<file path="config.mk">
export PLATFORM = sky130hd
export DESIGN_NAME = baud_tick_gen
export DESIGN_NICKNAME = d
export VERILOG_FILES = /design/src/rtl/baud_tick_gen.sv
export SDC_FILE = /design/constraint.sdc
export NUM_CORES = 1
export LEC_CHECK = 0
export BUFFER_PORTS_ARGS = -buffer_cell sky130_fd_sc_hd__buf_2
export CELL_PAD_IN_SITES_DETAIL_PLACEMENT = 1
export CELL_PAD_IN_SITES_GLOBAL_PLACEMENT = 2
export CORE_MARGIN = 2
export CORE_UTILIZATION = 39
export CTS_CLUSTER_SIZE = 40
export DETAILED_ROUTE_END_ITERATION = 7
export PLACE_DENSITY_LB_ADDON = 0.1
export SLEW_MARGIN = 10
export SYNTH_ARGS = -nofsm -noshare
export SYNTH_HDL_FRONTEND = slang
export SYNTH_SLANG_ARGS = --single-unit
</file>
<file path="constraint.sdc">
create_clock -name clk -period 4.9 [get_ports clk]
set_input_delay 0.245 -clock clk [delete_from_list [all_inputs] [get_ports clk]]
set_output_delay 0.245 -clock clk [all_outputs]
set_load 0.02 [all_outputs]
</file>
<file path="src/rtl/baud_tick_gen.sv">
module baud_tick_gen #(
  parameter int CW = 10
) (
  input  logic       clk,
  input  logic       rst_n,
  input  logic       cfg_wr,
  input  logic [7:0] cfg_byte,
  output logic       tick16,
  output logic       clkout_sel
);

  logic [7:0]    cfg;
  logic [2:0]    pcnt;
  logic [CW-1:0] dcnt;
  logic [1:0]    ph;
  logic [2:0]    pre_ratio;
  logic [CW-1:0] cur_len;
  logic          pre_en;
  logic          seen;

  always_ff @(posedge clk)
    if (cfg_wr) cfg <= cfg_byte;

  always_comb
    case (cfg[1:0])
      2'd0:    pre_ratio = 3'd1;
      2'd1:    pre_ratio = 3'd3;
      2'd2:    pre_ratio = 3'd4;
      default: pre_ratio = 3'd5;
    endcase

  always_comb
    case (cfg[6:2])
      5'd0:    cur_len = CW'(2);
      5'd1:    cur_len = CW'(4);
      5'd2:    cur_len = (ph == 2'd2) ? CW'(6)  : CW'(5);
      5'd3:    cur_len = CW'(8);
      5'd4:    cur_len = (ph == 2'd2) ? CW'(10) : CW'(11);
      5'd5:    cur_len = CW'(16);
      5'd6:    cur_len = (ph == 2'd2) ? CW'(20) : CW'(19);
      5'd7:    cur_len = CW'(22);
      5'd8:    cur_len = CW'(32);
      5'd9:    cur_len = CW'(64);
      5'd10:   cur_len = CW'(128);
      5'd11:   cur_len = CW'(192);
      5'd12:   cur_len = CW'(256);
      5'd13:   cur_len = CW'(288);
      5'd14:   cur_len = CW'(352);
      5'd15:   cur_len = CW'(512);
      5'd16:   cur_len = CW'(768);
      5'd31:   cur_len = CW'(1);
      default: cur_len = CW'(2);
    endcase

  assign pre_en     = (pcnt == pre_ratio - 3'd1);
  assign tick16     = rst_n && pre_en && (dcnt == cur_len - CW'(1));
  assign clkout_sel = cfg[7];

  always_ff @(posedge clk or negedge rst_n)
    if (!rst_n) begin
      pcnt <= '0;
      dcnt <= '0;
      ph   <= '0;
    end else if (cfg_wr) begin
      pcnt <= '0;
      dcnt <= '0;
      ph   <= '0;
    end else if (pre_en) begin
      pcnt <= '0;
      if (dcnt == cur_len - CW'(1)) begin
        dcnt <= '0;
        ph   <= (ph == 2'd2) ? 2'd0 : ph + 2'd1;
      end else begin
        dcnt <= dcnt + CW'(1);
      end
    end else begin
      pcnt <= pcnt + 3'd1;
    end

  always_ff @(posedge clk or negedge rst_n)
    if (!rst_n)      seen <= 1'b0;
    else if (cfg_wr) seen <= 1'b1;

  p_pre_bound_r1: assert property (@(posedge clk) disable iff (!rst_n || !seen)
    pcnt < pre_ratio);

  p_div_bound_r3: assert property (@(posedge clk) disable iff (!rst_n || !seen)
    (dcnt < cur_len) && (ph != 2'd3));

  p_single_pulse_r6: assert property (@(posedge clk) disable iff (!rst_n || !seen)
    (tick16 && !cfg_wr && !(cfg[1:0] == 2'd0 && cfg[6:2] == 5'd31)) |=> !tick16);

  p_restart_r7: assert property (@(posedge clk) disable iff (!rst_n)
    (cfg_wr && !(cfg_byte[1:0] == 2'd0 && cfg_byte[6:2] == 5'd31)) |=> !tick16);

  p_sel_hold_r8: assert property (@(posedge clk) disable iff (!seen)
    !cfg_wr |=> $stable(clkout_sel));

endmodule

</file>
# Yosys cells after proc, flatten, opt, wreduce, memory -nomap -nowiden
# Index checks and enable logic that the tools add are counted.
[classes] eq_ne=22 n_mux=14 magnitude_cmp=0 bitwise_logic=0 n_mul=0 reduce_logical=6 addsub=5 div=0 shifts=0
[ops] cell="$pmux 10 s17" n=1
[ops] cell="$eq 5x4->1 const B" n=8
[ops] cell="$mux 10" n=3
[ops] cell="$eq 5x3->1 const B" n=4
[ops] cell="$add 10x1->10 const B" n=1
[ops] cell="$eq 10x10->1" n=1
[ops] cell="$eq 5x2->1 const B" n=2
[ops] cell="$eq 5x5->1 const B" n=2
[ops] cell="$mux 2" n=5
[ops] cell="$sub 10x1->10 const B" n=1
[ops] cell="$mux 3" n=3
[ops] cell="$pmux 3 s3" n=1
[ops] cell="$eq 5x1->1 const B" n=1
[ops] cell="$eq 2x2->1 const B" n=2
[ops] cell="$reduce_bool 2->1" n=2
[ops] cell="$add 3x1->3 const B" n=1
[ops] cell="$eq 3x3->1" n=1
[ops] cell="$sub 3x1->3 const B" n=1
[ops] cell="$add 2x1->2 const B" n=1
[ops] cell="$eq 2x1->1 const B" n=1
[ops] cell="$logic_and 1x1->1" n=2
[ops] cell="$logic_not 2->1" n=1
[ops] cell="$reduce_and 2->1" n=1
[ops] cell="$mux 1" n=1
[totals] wordCells=51 reg_bits=23 mem_bits_rw=0 romBits=0 memories=0 latchBits=0

# Depth between registers and ports, before layout
# Gate-level depths: netlist of run 1.
[logic_depth] ltp_word=8 mapped_depth=15 depth_no_buf=14

# Least setup slack after synthesis of run 1
# No wires, ideal clock.
[synth_timing] path_kind="register to output" from="register cfg[2]" to="output port tick16" n_path_buf=2 path_stages_with_launch=13 required_time_ns=4.655 path_slack_ns=1.829 arrival_ns=2.826 cell_sequence="edfxtp_1 clkbuf_1 nor4b_1 a21oi_1 o221ai_1 ha_1 o21a_1 a31oi_1 a221o_1 nand2_1 nand4_1 buf_2 nor3_1"
[synth_between] elab_chain_len=5 word_cells_on_any_way=21
[synth_lines] item="from (decl)" line="12" rtl="logic [7:0] cfg;"
[synth_lines] item="from (signal assigned)" line="22" rtl="if (cfg_wr) cfg <= cfg_byte;"
[synth_lines] item="$eq 5x5->1, or another cell as far along" line="33" rtl="case (cfg[6:2])"
[synth_lines] item="$pmux 10 s17 (*)" line="33"
[synth_lines] item="$sub 10x1->10 (*)" line="56" rtl="assign tick16 = rst_n && pre_en && (dcnt == cur_len - CW'(1));"
[synth_lines] item="$eq 10x10->1 (*)" line="56"
[synth_lines] item="$logic_and 1x1->1 (*)" line="56"
[synth_lines] item="to (decl)" line="8" rtl="output logic tick16,"
# Mark *: on every way between the ends. The rest lies on a longest branch, timed or not.

# Worst setup path after layout of run 1
[layout_timing] from="register cfg[6]" to="output port tick16"
# Same word-level chain as after synthesis.

==> qor.csv, run 1 <==
metric;value;unit
TNS Setup;0;ns
cts hold-fix bufs;1;
total CTS buffers;3;
final WL;3602;um
H-tree depth;1;
Final min period;3.789;ns
Setup CP Type;flop to primary output;
number of buffer cells added on primary ports;12;
data arrival time of the worst path;3.54;ns
Layout Nets;199;
Die X;66.90;um
initial core utilization;0.4121;
average vias per placed instance;5.543;
Final Max Tran Viols;0;
Crit path required time;4.66;ns
Seq/Total Area, Yosys;0.3990;
clock latency on the worst-skew pair;0.27;ns
FP Rows;22;
core footprint;3744;um^2
Power Dens Cells;283.8;nW/um^2
worst slew pin tran;0.5673;ns
HP Class;primary input to flop;
Synth cell types;48;
Tcrit/Tclk final;0.7734;
outcome;finished, final reports clean;
unrepaired setup endpoints after global routing;no;
Setup crit end kind;primary output;
max-cap check violation count;0;
Remaining Overflow, GRT;0;
layout cell share with drive strength beyond 1;0.09890;
HPWL Detailed;2738;um
Worst Setup Start Kind;flop;
post-CTS setup buffer count;0;
Final Hold Violating Endpoints;0;
P&R area growth vs syn;8.191;%
via count;1275;
CTS root buf;clkbuf_8;
Syn. warnings;0;
Ant. Diodes;0;
Filler Cell Count;466;
# DRC;0;
Leak;0.6535;nW
CTS tree;yes;
fmax;263.9;MHz
EDFF count, synth;8;
vias in the first global route;1360;
Placed Cells;225;
Main synth FF type;dfrtp_1;
CTS clk-pin slew, worst paths;0.09;ns
antenna violations before repair;0;
GPL Wtd Cong;0.7861;
post-CTS sizing;0;
io pins;13;
CTS Buffer Depth;2;
drt wl/cell;15.66;um
Die Area;4475;um^2
number of DRC markers in iteration 0;97;
mean area per synthesized cell;8.816;um^2
Final Instance Count excl. Fillers;230;
Slew HR;0.6207;
largest net degree at the start of global routing;18;
setup slack, reg-to-reg;1.31;ns
Overall Global Routing Usage;0.1968;
Peak VDD IR;0.1424;mV
Syn Inst Count;175;
syn nets;191;
synthesized cell area;1543;um^2
first-pass GRT wire length;6527;um
first-pass iteration count of the detailed router;4;
Post-synth ARST share;0.6522;
# setup viols final;0;
Routed Antenna Nets;0;
synthesized flop and latch total;23;
clk_skew;0.003503;ns
Max FO, Critical Path;12;
die height;66.90;um
CTS Sinks;23;
[registers in the layout (all words and copies together), names as in the netlist]
register / flops
dcnt: 10
cfg: 8
ph: 2
pcnt: 3
[cells in the final DEF (no fill, tap or decap), types with 2 or more instances in the layout]
cell | netlist | routed
nor3b_1 | 2 | 2
nor3_1 | 5 | 5
xnor2_1 | 11 | 11
a31oi_1 | 4 | 4
nor2_1 | 18 | 18
inv_1 | 7 | 7
nand3_1 | 7 | 7
xor2_1 | 7 | 7
a21oi_1 | 11 | 11
a22oi_1 | 2 | 2
edfxtp_1 | 8 | 8
ha_1 | 5 | 5
dfrtp_1 | 15 | 15
inv_2 | 2 | 2
nor2b_1 | 4 | 4
nand2_1 | 13 | 13
clkbuf_8 | 0 | 3
nand4_1 | 3 | 3
and2_1 | 3 | 3
buf_2 | 3 | 12
nand3b_1 | 2 | 2
o21ai_0 | 8 | 8
nand2b_1 | 4 | 4
or4_1 | 2 | 2
[path summary, 6_finish.rpt]
kind	startpoint	endpoint	cells after the start
setup reg to reg	cfg[6]	ph[1]	12
setup / recovery	cfg[6]	tick16	12
hold reg to reg	pcnt[0]	pcnt[0]	1
max in group asynchronous	rst_n	dcnt[0]	2
min in group asynchronous	rst_n	dcnt[7]	2
hold / removal	cfg_byte[5]	cfg[5]	1
[critical path, stage by stage (launching register included)]
cell and delay (ns):
edfxtp_1 0.54, or2_1 0.31, a2111oi_0 0.38, a31oi_1 0.14
ha_1 0.30, o21a_1 0.12, a31oi_1 0.24, a22oi_1 0.15
xnor2_1 0.14, nor2_1 0.12, nand4_1 0.36, nor3_1 0.27
buf_2 0.21
[area by class of cell]
| cell class | instances | area (um^2) | area share |
|---|---|---|---|
| multi-input cells | 133 | 844.6 | 0.5060 |
| flip-flops and latches | 23 | 615.6 | 0.3688 |
| repair buffers | 13 | 70.07 | 0.04198 |
| well taps | 48 | 60.06 | 0.03598 |
| clock buffers | 4 | 45.04 | 0.02699 |
| inverters | 9 | 33.78 | 0.02024 |
[Yosys cell counts, types with 2 or more instances]
cell      number  area share
nand2_1       13       0.032
inv_1          7       0.017
nor3_1         5       0.016
dfrtp_1       15        0.24
a22oi_1        2      0.0097
buf_2          3      0.0097
nand2b_1       4       0.016
a21oi_1       11       0.036
nor2b_1        4       0.016
nand3b_1       2      0.0097
nor3b_1        2      0.0097
nand4_1        3       0.012
a31oi_1        4       0.016
ha_1           5       0.041
nor2_1        18       0.044
clkbuf_1       5       0.012
and2_1         3       0.012
inv_2          2      0.0049
o21ai_0        8       0.026
edfxtp_1       8        0.16
or4_1          2      0.0097
xnor2_1       11       0.062
xor2_1         7       0.040
nand3_1        7       0.023
[cells by family after synthesis]
logic type               count (synthesis)  synth area share
AND/OR/NAND/NOR                         71            0.2433
adder cells (fa/ha/maj)                  5           0.04055
AO/OA/AOI/OAI                           39            0.1614
flip-flops                              23            0.3990
XOR/XNOR                                18            0.1022
buffers and inverters                   19           0.05353
[stage by stage]
stage	cell area (um^2)	utilization	total power [W]	worst slack, ns	hold WS (ns)
detailed placement	1614	0.4312	0.0003568	1.315	0.1901
CTS	1669	0.4459	0.0004830	1.071	0.1366
global placement	1614	0.4312	0.0003500	1.344	0.1795
global route	1669	0.4459	0.0005127	0.6598	0.1317
floorplan	1543	-	0.0003255	1.829	-0.05059
finish	1669	0.4459	0.0004737	1.111	0.1451
[routing by layer]
layer	GRT usage	wire length, um
met5	0	0
met2	0.3138	1696
met3	0.03041	84
met1	0.2666	1747
met4	0.07653	74
[report_power, final]
part | switching [W] | total [W] | internal (W)
clock network | 0.0000643 | 0.000122 | 0.0000582
registers | 0.0000221 | 0.000237 | 0.000215
logic | 0.0000671 | 0.000114 | 0.0000472
Power figures use the tool's default switching activity.
==> inputs of run 2 (changes only) <==
--- a/config.mk
+++ b/config.mk
@@ -9,7 +9,7 @@
 export CELL_PAD_IN_SITES_DETAIL_PLACEMENT = 1
 export CELL_PAD_IN_SITES_GLOBAL_PLACEMENT = 2
 export CORE_MARGIN = 2
-export CORE_UTILIZATION = 39
+export CORE_UTILIZATION = 36
 export CTS_CLUSTER_SIZE = 40
 export DETAILED_ROUTE_END_ITERATION = 7
 export PLACE_DENSITY_LB_ADDON = 0.1
==> constraint.sdc (replaced) <==
create_clock -name clk -period 3.6 [get_ports clk]
set_input_delay 0.18 -clock clk [delete_from_list [all_inputs] [get_ports clk]]
set_output_delay 0.18 -clock clk [all_outputs]
set_load 0.02 [all_outputs]
==> run 2 against run 1 <==
Effect of this change:
- first-iteration DRC count decreased by 43%
- global-route usage decreased by 1.9 points
- critical path depth increased by 1
- worst setup slack got worse by 0.79 ns
- non-clock buffer count increased by 10
- largest power group unchanged
==> qor.csv, run 2 (synthesized netlist as in run 1, its figures left out) <==
metric;value;unit
Routed Antenna Nets;0;
outcome;finished, final reports clean;
CTS clk-pin slew, worst paths;0.08;ns
layout cell share with drive strength beyond 1;0.1667;
Setup crit end kind;primary output;
fmax;305.1;MHz
pre-CTS WS;0.2346;ns
most frequent cells in the layout;nor2_1, dfrtp_1, nand2_1;
Tcrit/Tclk final;0.9105;
Hold EP;cfg[0];
Setup CP Type;flop to primary output;
Internal;0.0004445;W
# DRC;0;
die height;69.46;um
Logic pwr share;0.270;
final WL;3889;um
setup slack, reg-to-reg;0.39;ns
Overall Global Routing Usage;0.1773;
Leak;0.7065;nW
data arrival time of the worst path;3.10;ns
TNS Setup;0;ns
CTS root buf;clkbuf_8;
R2R depth;13;
first-pass iteration count of the detailed router;4;
Die X;69.46;um
HP Class;primary input to flop;
CTS tree;yes;
CTS Sinks;23;
Hold Crit Start;cfg_byte[0];
Final Max Tran Viols;0;
Cell Chain, Critical Path;or2_1 > a2111oi_2 > a31oi_1 > ha_1 > o21a_1 > a31oi_2 > a22oi_1 > xnor2_1 > nor2_1 > nand4_1 > buf_4 > nor3_1 > buf_2;
average vias per placed instance;5.591;
Setup WS post-layout;0.3222;ns
FP Rows;23;
Hold Path Depth;1;
Remaining Overflow, GRT;0;
via count;1353;
Final Hold Violating Endpoints;0;
number of buffer cells added on primary ports;12;
Switch Pwr;0.0002185;W
initial core utilization;0.3802;
total CTS buffers;3;
Final Instance Area;1767;um^2
vias in the first global route;1428;
switching portion of total power;0.3296;
Peak VDD IR;0.2074;mV
Buf/Inv on CP;2;
Max FO, Critical Path;4;
P&R area growth vs syn;14.52;%
drt wl/cell;16.07;um
max reg flops;10;
# setup viols final;0;
Ant. Diodes;0;
Slew HR;0.6106;
top flop regs;dcnt (10), cfg (8), pcnt (3);
H-tree depth;1;
sequential power share;0.475;
Final min period;3.278;ns
worst slew pin tran;0.5825;ns
Top delay family on crit path;compound AO/OA/AOI/OAI gates;
core footprint;4058;um^2
HPWL Detailed;2956;um
CTS Buffer Depth;2;
Reg with most FFs;dcnt;
Worst Setup Start Kind;flop;
clk_skew;0.004744;ns
io pins;13;
Crit path largest cell delay;0.43;ns
antenna violations before repair;0;
first-pass GRT wire length;6872;um
Final Util;0.4354;
reg2reg start;cfg[5];
Layout Nets;209;
clock share of power;0.255;
number of DRC markers in iteration 0;55;
Reg-to-Reg End;ph[1];
slowest stage cell on the critical path;edfxtp_1;
Crit path required time;3.42;ns
Power Dens Cells;375.3;nW/um^2
GPL Wtd Cong;0.7772;
clock latency on the worst-skew pair;0.27;ns
Die Area;4825;um^2
placed cell area;1677;um^2
leading cell type in the layout, fill and taps excluded;nor2_1;
max-cap check violation count;0;
hold slack;0.07747;ns
largest net degree at the start of global routing;18;
run 2: cell count changes in the layout (fill, tap and decap cells not counted):
cell       delta
buf_4        +10
a2111oi_0     -1
a2111oi_2     +1
a31oi_1       -1
a31oi_2       +1
clkbuf_1      -1
clkinv_2      +1
nor4b_1       -1
nor4b_2       +1
run 2: power by group through the flow:
stage	Sequential, W	Combinational (W)	Clock, W
after floorplan	0.000313	0.000130	0
after global placement	0.000319	0.000166	0
after detailed placement	0.000321	0.000172	0
after CTS	0.000316	0.000175	0.000176
after global routing	0.000319	0.000206	0.000188
final	0.000315	0.000179	0.000169
run 2: area by class of cell:
class | instances | area, um^2
Clock buffer | 3 | 41.29
Clock inverter | 1 | 5.005
Fill cell | 501 | 2291
Inverter | 9 | 33.78
Multi-Input combinational cell | 133 | 863.3
Sequential cell | 23 | 615.6
Tap cell | 50 | 62.56
Timing Repair Buffer | 23 | 145.1
run 2: timing repair:
action,in CTS,in global routing
endpoints found under the setup margin,1,8
gates resized for setup,0,4
hold buffers,1,0
gates cloned,0,0
endpoints found under the hold margin,15,0
buffers inserted,1,1
pin swaps,1,0
run 2: worst register-to-register path: cells and delay by family (launching register included):
| family | cells | cell delay, ns |
|---|---|---|
| XOR/XNOR | 1 | 0.14 |
| adder cells (fa/ha/maj) | 1 | 0.29 |
| AO/OA/AOI/OAI | 6 | 1.09 |
| flip-flops | 1 | 0.43 |
| AND/OR/NAND/NOR | 4 | 0.98 |
| buffers and inverters | 1 | 0.21 |
run 2: routing by layer:
metal / vias to the layer above / part of all wire / global-route usage
met5: - / 0 / 0
met4: 0 / 0.012 / 0.05229
met3: 5 / 0.024 / 0.02616
met2: 19 / 0.51 / 0.3120
met1: 673 / 0.45 / 0.2244
li1: 656 / - / -
run 2: how the worst max path moves through the flow:
stage                       from      to  slack (ns)  cells past startpoint
after CTS                 cfg[5]  tick16        0.17                     13
after detailed placement  cfg[5]   ph[1]        0.23                     12
after global placement    cfg[5]   ph[1]        0.42                     12
after global routing      cfg[2]  tick16       -0.01                     15
final                     cfg[5]  tick16        0.32                     13
after floorplan           cfg[2]  tick16        0.59                     12
run 2: per-stage QoR:
stage	cells	total power [W]
final	242	0.0006630
after CTS	241	0.0006669
after global routing	242	0.0007129
after floorplan	175	0.0004431
after global placement	235	0.0004852
after detailed placement	235	0.0004937
==> inputs of run 3 (changes only) <==
--- a/config.mk
+++ b/config.mk
@@ -8,7 +8,7 @@
 export BUFFER_PORTS_ARGS = -buffer_cell sky130_fd_sc_hd__buf_2
 export CELL_PAD_IN_SITES_DETAIL_PLACEMENT = 1
 export CELL_PAD_IN_SITES_GLOBAL_PLACEMENT = 2
-export CORE_MARGIN = 2
+export CORE_MARGIN = 3
 export CORE_UTILIZATION = 36
 export CTS_CLUSTER_SIZE = 40
 export DETAILED_ROUTE_END_ITERATION = 7
==> run 3 against run 2 <==
Effect of this change:
- sequential share of layout area increased by 0.15 points
- first-iteration DRC count down 16%
- clock-buffer cell count up 1
- die area grew 5.8%
- via count shrank 2.0%
- clock power decreased by 3%
- non-clock buffer count did not move
- worst setup slack lost 0.052 ns
- hold slack better by 0.011 ns
- routed wire length is 4.1% lower
- sequential cell count stayed put
- design area fell by 0.42%
- critical path type unchanged
- highest routed layer unchanged
==> qor.csv, run 3 (synthesized netlist as in run 1, its figures left out) <==
metric;value;unit
Layout Nets;209;
max reg flops;10;
CTS tree;yes;
Peak VDD IR;0.2000;mV
H-tree depth;1;
vias in the first global route;1335;
die height;71.46;um
Reg with most FFs;dcnt;
TNS Setup;0;ns
Placed Cells;236;
Remaining Overflow, GRT;0;
total CTS buffers;3;
top flop regs;dcnt (10), cfg (8), pcnt (3);
Power Dens Cells;377.1;nW/um^2
reg2reg start;cfg[5];
Setup crit end;tick16;
via count;1326;
Filler Cell Count;514;
Setup crit end kind;primary output;
Crit path required time;3.42;ns
average vias per placed instance;5.479;
Final Instance Count excl. Fillers;242;
GPL Wtd Cong;0.8474;
CTS Buffer Depth;2;
layout cell share with drive strength beyond 1;0.1563;
clk_skew;0.004400;ns
R2R depth;13;
Final Hold Violating Endpoints;0;
Leak;0.7027;nW
worst slew pin tran;0.4526;ns
setup slack, reg-to-reg;0.36;ns
CTS Sinks;23;
antenna violations before repair;0;
Routed Antenna Nets;0;
Worst Setup Start Kind;flop;
core footprint;4058;um^2
leading cell type in the layout, fill and taps excluded;nor2_1;
first-pass iteration count of the detailed router;4;
io pins;13;
data arrival time of the worst path;3.15;ns
Tcrit/Tclk final;0.9250;
Max FO, Critical Path;4;
CTS clk-pin slew, worst paths;0.08;ns
fmax;300.3;MHz
clock latency on the worst-skew pair;0.26;ns
FP Rows;23;
Final min period;3.330;ns
initial core utilization;0.3802;
# setup viols final;0;
drt wl/cell;15.40;um
largest net degree at the start of global routing;18;
max-cap check violation count;0;
outcome;finished, final reports clean;
HP Class;primary input to flop;
number of DRC markers in iteration 0;46;
Final Max Tran Viols;0;
Critical Path Start;cfg[5];
Overall Global Routing Usage;0.1558;
Slew HR;0.6976;
unrepaired setup endpoints after global routing;no;
Die X;71.46;um
# DRC;0;
CTS root buf;clkbuf_8;
final WL;3728;um
Die Area;5107;um^2
number of buffer cells added on primary ports;12;
most frequent cells in the layout;nor2_1, dfrtp_1, nand2_1;
HPWL Detailed;2817;um
Ant. Diodes;0;
P&R area growth vs syn;14.03;%
first-pass GRT wire length;6354;um
Setup CP Type;flop to primary output;
Reg-to-Reg End;ph[1];
[run 3: timing repair]
action	4_1_cts	5_1_grt
hold buffers	1	0
pin swaps	1	0
gates resized for setup	1	1
endpoints found under the hold margin	15	0
setup buffers	1	0
endpoints found under the setup margin	1	1
[run 3: layout make-up]
cell class / instances / area (um^2) / share of cell area
Clock buffer: 4 / 45.04 / 0.02560
Multi-Input combinational cell: 133 / 857.1 / 0.4872
Inverter: 9 / 33.78 / 0.01920
Timing Repair Buffer: 23 / 145.1 / 0.08250
Sequential cell: 23 / 615.6 / 0.3499
Tap cell: 50 / 62.56 / 0.03556
[run 3: how the worst min path moves through the flow]
stage / slack, ns / depth (start not counted) / start / endpoint
floorplan: -0.12 / 0 / rst_n / dcnt[0]
global placement: 0.11 / 1 / rst_n / dcnt[9]
detailed placement: 0.12 / 1 / rst_n / dcnt[7]
CTS: 0.08 / 1 / cfg_byte[0] / cfg[0]
global route: 0.07 / 1 / cfg_byte[0] / cfg[0]
finish: 0.09 / 1 / cfg_byte[3] / cfg[3]
[run 3: routing by layer]
layer	track usage	vias to the layer above	share of wire	wire length (um)
li1	-	654	-	-
met1	0.2144	663	0.48	1797
met2	0.2582	7	0.50	1859
met3	0.02244	2	0.014	51
met4	0.03758	0	0.0054	20
met5	0	-	0	0
[run 3: power by group]
| group | leakage [nW] | switching (W) | internal [W] |
|---|---|---|---|
| Sequential | 0.285 | 0.0000238 | 0.000292 |
| Clock | 0.0228 | 0.0000854 | 0.0000790 |
| Combinational | 0.395 | 0.000105 | 0.0000785 |
[run 3: worst max-delay path, cell delays in order, from the launching register on]
cell       delay (ns)
edfxtp_1         0.43
or2_1            0.27
a2111oi_0        0.36
a31oi_1          0.13
ha_1             0.30
o21a_1           0.14
a31oi_2          0.20
a22oi_1          0.14
xnor2_1          0.14
nor2_1           0.10
nand4_1          0.15
buf_4            0.20
nor3_1           0.14
buf_2            0.20
[run 3: per-stage QoR]
step                hold slack (ns)  power [W]    util  worst slack (ns)  area (um^2)
floorplan                   -0.1156  0.0004431       -            0.5944         1543
global placement             0.1100  0.0004916  0.4150            0.3542         1684
detailed placement           0.1214  0.0005018  0.4150            0.2119         1684
CTS                         0.08160  0.0006707  0.4320            0.2093         1753
global route                0.07366  0.0007136  0.4335           0.04944         1759
finish                      0.08816  0.0006634  0.4335            0.2698         1759
